**src/rtl/eectl_pkg.sv**
```systemverilog
package eectl_pkg;
  typedef enum logic [1:0] {
    PM_ERASE_WRITE = 2'b00,
    PM_ERASE_ONLY  = 2'b01,
    PM_WRITE_ONLY  = 2'b10,
    PM_RESERVED    = 2'b11
  } pmode_e;

  localparam int CB_READ  = 0;
  localparam int CB_PROG  = 1;
  localparam int CB_ARM   = 2;
  localparam int CB_IRQEN = 3;
  localparam int CB_MODE  = 4;

  localparam logic [1:0] RA_ADDR = 2'd0;
  localparam logic [1:0] RA_DATA = 2'd1;
  localparam logic [1:0] RA_CTRL = 2'd2;
endpackage

```
**src/rtl/eectl_rsync.sv**
```systemverilog
module eectl_rsync (
  input  logic clk,
  input  logic arst_n,
  output logic srst_n
);
  logic [1:0] sh_q;

  always_ff @(posedge clk or negedge arst_n) begin
    if (!arst_n) sh_q <= 2'b00;
    else         sh_q <= {sh_q[0], 1'b1};
  end

  assign srst_n = sh_q[1];
endmodule

```
**src/rtl/eectl_unlock.sv**
```systemverilog
module eectl_unlock #(
  parameter int WINDOW = 4
) (
  input  logic clk,
  input  logic rst_n,
  input  logic arm_set,
  output logic armed
);
  localparam int CW = $clog2(WINDOW + 1);

  logic [CW-1:0] cnt_q, cnt_d;

  always_comb begin
    cnt_d = cnt_q;
    if (arm_set)             cnt_d = CW'(WINDOW);
    else if (cnt_q != '0)    cnt_d = cnt_q - 1'b1;
  end

  always_ff @(posedge clk or negedge rst_n) begin
    if (!rst_n) cnt_q <= '0;
    else        cnt_q <= cnt_d;
  end

  assign armed = (cnt_q != '0);

  // the unlock bit appears only after a write of the unlock bit
  assert_arm_source_R2: assert property (@(posedge clk) disable iff (!rst_n)
    $rose(armed) |-> $past(arm_set));
  // a write of the unlock bit always leaves it set in the next cycle
  assert_arm_follows_R2: assert property (@(posedge clk) disable iff (!rst_n)
    arm_set |=> armed);
endmodule

```
**src/rtl/eectl_engine.sv**
```systemverilog
module eectl_engine
  import eectl_pkg::*;
#(
  parameter int AW   = 6,
  parameter int DW   = 8,
  parameter int T_EW = 34,
  parameter int T_ER = 18,
  parameter int T_WR = 18
) (
  input  logic          clk,
  input  logic          rst_n,
  input  logic          start,
  input  pmode_e        start_mode,
  input  logic [AW-1:0] start_addr,
  input  logic [DW-1:0] start_data,
  input  logic [DW-1:0] old_byte,
  output logic          busy,
  output pmode_e        op_mode,
  output logic [AW-1:0] op_addr,
  output logic          commit,
  output logic [DW-1:0] commit_data
);
  localparam int TMAX = (T_EW > T_ER) ? ((T_EW > T_WR) ? T_EW : T_WR)
                                      : ((T_ER > T_WR) ? T_ER : T_WR);
  localparam int CW = $clog2(TMAX + 1);

  function automatic logic [CW-1:0] dur(input pmode_e m);
    case (m)
      PM_ERASE_ONLY: dur = CW'(T_ER);
      PM_WRITE_ONLY: dur = CW'(T_WR);
      default:       dur = CW'(T_EW);
    endcase
  endfunction

  logic          busy_q, busy_d;
  logic [CW-1:0] cnt_q, cnt_d;
  pmode_e        mode_q, mode_d;
  logic [AW-1:0] addr_q, addr_d;
  logic [DW-1:0] data_q, data_d;

  always_comb begin
    busy_d = busy_q;
    cnt_d  = cnt_q;
    mode_d = mode_q;
    addr_d = addr_q;
    data_d = data_q;
    commit = 1'b0;
    if (busy_q) begin
      if (cnt_q == CW'(1)) begin
        busy_d = 1'b0;
        commit = 1'b1;
      end else begin
        cnt_d = cnt_q - 1'b1;
      end
    end else if (start) begin
      busy_d = 1'b1;
      cnt_d  = dur(start_mode);
      mode_d = start_mode;
      addr_d = start_addr;
      data_d = start_data;
    end
  end

  always_ff @(posedge clk or negedge rst_n) begin
    if (!rst_n) begin
      busy_q <= 1'b0;
      cnt_q  <= '0;
      mode_q <= PM_ERASE_WRITE;
      addr_q <= '0;
      data_q <= '0;
    end else begin
      busy_q <= busy_d;
      cnt_q  <= cnt_d;
      mode_q <= mode_d;
      addr_q <= addr_d;
      data_q <= data_d;
    end
  end

  always_comb begin
    case (mode_q)
      PM_ERASE_ONLY: commit_data = '1;
      PM_WRITE_ONLY: commit_data = old_byte & data_q;
      default:       commit_data = data_q;
    endcase
  end

  assign busy    = busy_q;
  assign op_mode = mode_q;
  assign op_addr = addr_q;

  // the busy flag only drops on the cycle that commits the cell
  assert_busy_ends_commit_R4: assert property (@(posedge clk) disable iff (!rst_n)
    $fell(busy) |-> $past(commit));
  // the reserved mode never runs
  assert_no_reserved_R3: assert property (@(posedge clk) disable iff (!rst_n)
    busy |-> (op_mode != PM_RESERVED));
  // a commit happens only inside a running operation
  assert_commit_busy_R5: assert property (@(posedge clk) disable iff (!rst_n)
    commit |-> busy);
endmodule

```
**src/rtl/eectl_array.sv**
```systemverilog
module eectl_array #(
  parameter int AW = 6,
  parameter int DW = 8
) (
  input  logic          clk,
  input  logic          we,
  input  logic [AW-1:0] waddr,
  input  logic [DW-1:0] wdata,
  input  logic [AW-1:0] raddr_a,
  output logic [DW-1:0] rdata_a,
  input  logic [AW-1:0] raddr_b,
  output logic [DW-1:0] rdata_b
);
  localparam int DEPTH = 1 << AW;

  logic [DW-1:0] cell_w [DEPTH];

  for (genvar gi = 0; gi < DEPTH; gi++) begin : g_cell
    logic          hit;
    logic [DW-1:0] word_q;
    assign hit = we && (waddr == AW'(gi));
    always_ff @(posedge clk) begin
      if (hit) word_q <= wdata;
    end
    assign cell_w[gi] = word_q;
  end

  assign rdata_a = cell_w[raddr_a];
  assign rdata_b = cell_w[raddr_b];
endmodule

```
**src/rtl/eectl_top.sv**
```systemverilog
module eectl_top
  import eectl_pkg::*;
#(
  parameter int AW         = 6,
  parameter int T_EW       = 34,
  parameter int T_ER       = 18,
  parameter int T_WR       = 18,
  parameter int UNLOCK_WIN = 4,
  parameter int RD_STALL   = 4,
  parameter int PG_STALL   = 2
) (
  input  logic       clk,
  input  logic       rst_n,
  input  logic       por_n,
  input  logic [1:0] reg_addr,
  input  logic       reg_wr,
  input  logic [7:0] reg_wdata,
  output logic [7:0] reg_rdata,
  output logic       cpu_stall,
  output logic       ready_irq
);
  localparam int DW   = 8;
  localparam int SMAX = (RD_STALL > PG_STALL) ? RD_STALL : PG_STALL;
  localparam int SW   = $clog2(SMAX + 1);

  logic bus_rst_n, eng_rst_n, bus_arst_n;
  assign bus_arst_n = rst_n & por_n;

  eectl_rsync u_sync_bus (.clk(clk), .arst_n(bus_arst_n), .srst_n(bus_rst_n));
  eectl_rsync u_sync_eng (.clk(clk), .arst_n(por_n),      .srst_n(eng_rst_n));

  logic          addr_wr, data_wr, ctrl_wr;
  logic          armed, busy, start, rd_do, commit;
  pmode_e        wmode, op_mode, vis_mode;
  logic [AW-1:0] op_addr;
  logic [DW-1:0] rd_byte, old_byte, commit_data;

  logic [AW-1:0] addr_q, addr_d;
  logic [DW-1:0] data_q, data_d;
  logic          irqen_q, irqen_d;
  pmode_e        mode_q, mode_d;
  logic [SW-1:0] stall_q, stall_d;

  assign addr_wr = reg_wr && (reg_addr == RA_ADDR);
  assign data_wr = reg_wr && (reg_addr == RA_DATA);
  assign ctrl_wr = reg_wr && (reg_addr == RA_CTRL);
  assign wmode   = pmode_e'(reg_wdata[CB_MODE +: 2]);

  eectl_unlock #(.WINDOW(UNLOCK_WIN)) u_unlock (
    .clk     (clk),
    .rst_n   (bus_rst_n),
    .arm_set (ctrl_wr && reg_wdata[CB_ARM]),
    .armed   (armed)
  );

  assign start = ctrl_wr && reg_wdata[CB_PROG] && armed && !busy
                 && (wmode != PM_RESERVED);
  assign rd_do = ctrl_wr && reg_wdata[CB_READ] && !busy && !start;

  eectl_engine #(
    .AW(AW), .DW(DW), .T_EW(T_EW), .T_ER(T_ER), .T_WR(T_WR)
  ) u_engine (
    .clk         (clk),
    .rst_n       (eng_rst_n),
    .start       (start),
    .start_mode  (wmode),
    .start_addr  (addr_q),
    .start_data  (data_q),
    .old_byte    (old_byte),
    .busy        (busy),
    .op_mode     (op_mode),
    .op_addr     (op_addr),
    .commit      (commit),
    .commit_data (commit_data)
  );

  eectl_array #(.AW(AW), .DW(DW)) u_array (
    .clk     (clk),
    .we      (commit),
    .waddr   (op_addr),
    .wdata   (commit_data),
    .raddr_a (addr_q),
    .rdata_a (rd_byte),
    .raddr_b (op_addr),
    .rdata_b (old_byte)
  );

  always_comb begin
    addr_d  = addr_q;
    data_d  = data_q;
    irqen_d = irqen_q;
    mode_d  = mode_q;
    stall_d = stall_q;
    if (addr_wr && !busy) addr_d = reg_wdata[AW-1:0];
    if (rd_do)            data_d = rd_byte;
    else if (data_wr)     data_d = reg_wdata;
    if (ctrl_wr) begin
      irqen_d = reg_wdata[CB_IRQEN];
      if (!busy) mode_d = wmode;
    end
    if (start)                stall_d = SW'(PG_STALL);
    else if (rd_do)           stall_d = SW'(RD_STALL);
    else if (stall_q != '0)   stall_d = stall_q - 1'b1;
  end

  always_ff @(posedge clk or negedge bus_rst_n) begin
    if (!bus_rst_n) begin
      addr_q  <= '0;
      data_q  <= '0;
      irqen_q <= 1'b0;
      mode_q  <= PM_ERASE_WRITE;
      stall_q <= '0;
    end else begin
      addr_q  <= addr_d;
      data_q  <= data_d;
      irqen_q <= irqen_d;
      mode_q  <= mode_d;
      stall_q <= stall_d;
    end
  end

  assign vis_mode = busy ? op_mode : mode_q;

  always_comb begin
    case (reg_addr)
      RA_ADDR: reg_rdata = 8'(addr_q);
      RA_DATA: reg_rdata = data_q;
      RA_CTRL: reg_rdata = {2'b00, vis_mode, irqen_q, armed, busy, 1'b0};
      default: reg_rdata = 8'h00;
    endcase
  end

  assign cpu_stall = (stall_q != '0);
  assign ready_irq = irqen_q && !busy;

  // an accepted read or program start raises the stall request next cycle
  assert_stall_read_R6: assert property (@(posedge clk) disable iff (!bus_rst_n || !eng_rst_n)
    rd_do |=> cpu_stall);
  assert_stall_prog_R6: assert property (@(posedge clk) disable iff (!bus_rst_n || !eng_rst_n)
    start |=> cpu_stall);
  // an accepted start makes the engine busy in the next cycle
  assert_start_busy_R3: assert property (@(posedge clk) disable iff (!bus_rst_n || !eng_rst_n)
    start |=> busy);
  // no ready interrupt while an operation runs
  assert_irq_idle_R7: assert property (@(posedge clk) disable iff (!bus_rst_n || !eng_rst_n)
    busy |-> !ready_irq);
  // the cell address holds still across a running operation
  assert_addr_locked_R8: assert property (@(posedge clk) disable iff (!bus_rst_n || !eng_rst_n)
    (busy && $past(busy)) |-> $stable(addr_q));
endmodule

```
**config.mk**
```make
export PLATFORM = sky130hd
export DESIGN_NAME = eectl_top
export DESIGN_NICKNAME = d
export VERILOG_FILES = /design/src/rtl/eectl_pkg.sv /design/src/rtl/eectl_rsync.sv /design/src/rtl/eectl_unlock.sv /design/src/rtl/eectl_engine.sv /design/src/rtl/eectl_array.sv /design/src/rtl/eectl_top.sv
export SDC_FILE = /design/constraint.sdc
export NUM_CORES = 1
export LEC_CHECK = 0
export ABC_CLOCK_PERIOD_IN_PS = 2620
export BUFFER_PORTS_ARGS = -buffer_cell sky130_fd_sc_hd__buf_2
export CORE_AREA = 2 2 233 235
export CTS_CLUSTER_DIAMETER = 50
export DETAILED_ROUTE_END_ITERATION = 8
export DIE_AREA = 0 0 235 237
export REMOVE_ABC_BUFFERS = 1
export SYNTH_ARGS = -nofsm -noshare
export SYNTH_HDL_FRONTEND = slang
export SYNTH_SLANG_ARGS = --single-unit
```
**constraint.sdc**
```tcl
create_clock -name clk -period 2.62 [get_ports clk]
set_input_delay 0.262 -clock clk [delete_from_list [all_inputs] [get_ports clk]]
set_output_delay 0.262 -clock clk [all_outputs]
set_load 0.005 [all_outputs]
```
==> out/qor.csv <==
stage,metric,value,unit
outcome,outcome,finished with violations,
outcome,failed_checks,negative setup slack,
global_route,top_usage_layer,met2,
critical_path,r2r_end,u_array.g_cell[36].word_q[1],
floorplan,num_rows,85,
power,powerDensity,1120,nW/µm²
finish,regArea,16600,µm²
critical_path,cpPeakStageDelay,0.50,ns
global_route,use_met3,4.97,%
routing,avgRoutedWirePerCell,31.7,µm
power,seqPwrFrac,34.3,%
critical_path,cp_cell_sequence,buf_12 -> buf_12 -> mux4_2 -> a22oi_1 -> a21oi_1 -> nor4_2 -> buf_4 -> o21ai_4 -> buf_4 -> buf_12,
critical_path,required,2.99,ns
finish,area_growth,22.8,%
floorplan,die_x,235,µm
global_route,use_met2,46.2,%
timing,hold_viol,0,
timing,finalMaxSlewViolations,0,
routing,vias,16200,
timing,setup_viol,520,
logic_synthesis,synth_top_flop_cell,edfxtp_1,
logic_synthesis,ys.warnings.count,0,
floorplan,die_y,237,µm
logic_synthesis,synth_edf_count,512,
finish,drive_gt1_share,42.2,%
timing,worst_slew_pin_slew,0.827,ns
global_route,grt_pass1_vias,16500,
global_route,use_met1,39.6,%
finish,multi_input_area,9500,µm²
routing,dr.pass1.iters,5,
critical_path,crit_path_max_fanout,20,
logic_synthesis,ys_seq_area_share,63.2,%
place,numPortBuffers,23,
power,ir_worst_vdd,0.618,mV
cts,cts.sinks,562,
power,switchingPower,0.0123,W
logic_synthesis,netlist_area,26300,µm²
finish,nFillCells,3855,
cts,clock_latency,0.64,ns
critical_path,cp_slowest_cell,mux4_2,
routing,wl,79.2,mm
critical_path,crit_path_end_kind,flip-flop,
timing,rsz0062_at_grt,true,
timing,finalCritPeriodShare,112,%
finish,n_antenna_cell,0,
critical_path,reg2reg_slack,-0.32,ns
critical_path,ff2ff_path_depth,10,
critical_path,cp_top_family,buffers and inverters,
cts,cts.htree.levels,2,
logic_synthesis,synthCells,1478,
logic_synthesis,avgSynthCellArea,17.8,µm²
place,placedCellCount,2354,
routing,route.detailed.drc,0,
timing,fin_crit,2.94,ns
cts,path_clk_slew,0.06,ns
routing,ant_nets,0,
critical_path,cpMostUsedCell,buf_12,
global_route,grt_usage,28.7,%
critical_path,start_kind,flip-flop,
routing,drt-vias-per-instance,6.51,
global_route,globalRoute.totalOverflow,0,
place,gp_congestion,0.945,
logic_synthesis,synth_seq_cells,562,
timing,fin_ws,-0.323,ns
cts,cts_root_buf,clkbuf_16,
place,dp_hpwl,54.9,mm
cts,clockBufferDepth,3,
critical_path,r2r-start,u_engine.op_addr[0],
logic_synthesis,yosys.area.top_type_share,58.4,%
min_path,hp-class,primary input to asynchronous set/reset pin,
logic_synthesis,yosysUniqueCellTypes,48,
floorplan,ios,24,
power,power.internal,0.0238,W
power,comb_power_share,40.9,%
floorplan,start_util,49.4,%
power,p_sw_share,34.0,%
logic_synthesis,synth_top_cells_by_count,"edfxtp_1 (512), mux4_2 (259), nand2_1 (90)",
critical_path,path_buf_inv,5,
power,p_clk_share,24.8,%
timing,skew,0.0220,ns
cts,cts_buffers,61,
critical_path,critical_path_class,flip-flop to flip-flop,
global_route,antenna_found_initial,1,
timing,fmaxAchievable,340,MHz
finish,layout.nets,1772,
global_route,grt_max_degree,41,
floorplan,fp.dieArea,55700,µm²
logic_synthesis,yosysMostFrequentCell,edfxtp_1,
logic_synthesis,synthTopCellsByArea,"edfxtp_1 (58%), mux4_2 (22%), dfrtp_1 (4.8%)",
global_route,grt_pass1_wl,115,mm
finish,final_cells,2496,
logic_synthesis,yosys.area.top_type,edfxtp_1,
logic_synthesis,async_reset_ff_share,8.90,%
run,maxCapViolCount,0,
timing,max_slew_margin,44.9,%
floorplan,core_region_area,53300,µm²
finish,final_core_util,60.7,%
critical_path,cp_data_arrival_time,3.31,ns
routing,dr.first_iter.drc_count,1893,
cts,cts_tree,built,
power,leakagePower,10.8,nW
## stage by stage
| stage | power [W] | instance area, µm² | setup slack (ns) | setup TNS, ns | hold WS [ns] |
|---|---|---|---|---|---|
| after global placement | 0.0263 | 29600 | -0.498 | -172.70 | 0.0513 |
| after detailed placement | 0.0265 | 29600 | -0.491 | -166.15 | 0.0586 |
| after global routing | 0.0373 | 32300 | -0.373 | -157.46 | 0.0843 |
| after floorplan | 0.0194 | 25800 | -6.63 | -5303.05 | -0.0336 |
| after CTS | 0.0358 | 32200 | -0.222 | -89.33 | 0.0500 |
| final | 0.0361 | 32300 | -0.323 | -121.59 | 0.0615 |
## area by class of cell
class | count | area share [%]
clock buffer | 74 | 4.87
clock inverter | 40 | 1.59
inverter | 11 | 0.128
multi-input combinational | 792 | 29.4
sequential | 562 | 51.5
tap | 696 | 2.69
timing repair buffer | 321 | 9.80
## power by group through the flow
| stage | combinational (W) | clock, W | sequential [W] |
|---|---|---|---|
| 2_1_floorplan | 0.00590 | 0 | 0.0135 |
| 6_report | 0.0148 | 0.00894 | 0.0124 |
| 5_1_grt | 0.0155 | 0.00941 | 0.0124 |
| 3_5_place_dp | 0.0139 | 0 | 0.0125 |
| 3_3_place_gp | 0.0138 | 0 | 0.0125 |
| 4_1_cts | 0.0144 | 0.00905 | 0.0123 |
## registers in the layout, summed over array words and instances, names as in the netlist, 3 cells and up
name	count
data_q	8
u_engine.op_addr	6
stall_q	3
u_array.g_cell.word_q	512
addr_q	6
u_unlock.cnt_q	3
u_engine.cnt_q	6
u_engine.data_q	8
## what timing repair did
action | CTS | global route
endpoints found under the hold margin | 19 | 0
pin swaps | 14 | 2
resized for setup | 45 | 13
setup endpoints to repair | 520 | 634
hold buffers | 11 | 0
cloned | 2 | 4
setup buffers | 9 | 2
## tightest hold or removal path, delay by kind of cell
family | cells | cell delay [ns]
buffers and inverters | 2 | 0.61
and+or+nand+nor | 1 | 0.15
## how the worst max path moves through the flow
stage | startpoint | endpoint | slack, ns | depth (start not counted)
3_3_place_gp | u_engine.op_addr[0] | u_array.g_cell[4].word_q[2] | -0.50 | 9
5_1_grt | u_engine.op_addr[0] | u_array.g_cell[33].word_q[2] | -0.37 | 10
3_5_place_dp | u_engine.op_addr[0] | u_array.g_cell[51].word_q[2] | -0.49 | 9
6_report | u_engine.op_addr[0] | u_array.g_cell[36].word_q[1] | -0.32 | 10
4_1_cts | u_engine.op_addr[0] | u_array.g_cell[22].word_q[2] | -0.22 | 10
2_1_floorplan | u_engine.op_addr[0] | u_array.g_cell[0].word_q[3] | -6.63 | 5
## cell usage in the layout, fill, tap and decap left out, types with 6 or more instances in the layout
cell | synthesis | routed
edfxtp_1 | 512 | 512
mux4_2 | 259 | 259
buf_4 | 9 | 222
nand2_1 | 90 | 90
nor2_1 | 80 | 79
clkbuf_16 | 0 | 63
buf_12 | 0 | 51
a22oi_1 | 70 | 47
dfrtp_1 | 50 | 45
mux2i_1 | 35 | 34
a21oi_1 | 48 | 32
nor2b_1 | 28 | 26
mux2_2 | 25 | 25
a22oi_2 | 0 | 23
buf_2 | 26 | 23
o21ai_0 | 26 | 18
a211oi_1 | 14 | 14
a21oi_2 | 0 | 13
clkbuf_1 | 60 | 13
inv_1 | 11 | 11
dlygate4sd3_1 | 0 | 11
nor4_2 | 0 | 10
bufinv_16 | 0 | 10
nand2b_1 | 9 | 9
nor4_1 | 19 | 9
ha_1 | 9 | 9
o21ai_4 | 0 | 8
nand3_1 | 8 | 8
a2111oi_0 | 8 | 8
buf_6 | 4 | 8
clkinv_2 | 0 | 7
clkinv_1 | 0 | 6
## cells by family after synthesis
family | share of synthesized area, %
flip-flops | 63.2
multiplexers | 24.6
AND/OR/NAND/NOR | 4.81
AO/OA/AOI/OAI | 4.71
buffers and inverters | 2.15
adder cells (fa/ha/maj) | 0.428
XOR/XNOR | 0.166
other | 0.0142
## routing by layer
metal  wire length (µm)  vias to the layer above  share of wire, %
li1                   -                     6698                 -
met1              31300                     8542                39
met2              37900                      831                48
met3               6620                      169               8.4
met4               3440                        2               4.3
met5                 17                        -             0.021
Power figures use the tool's default switching activity.
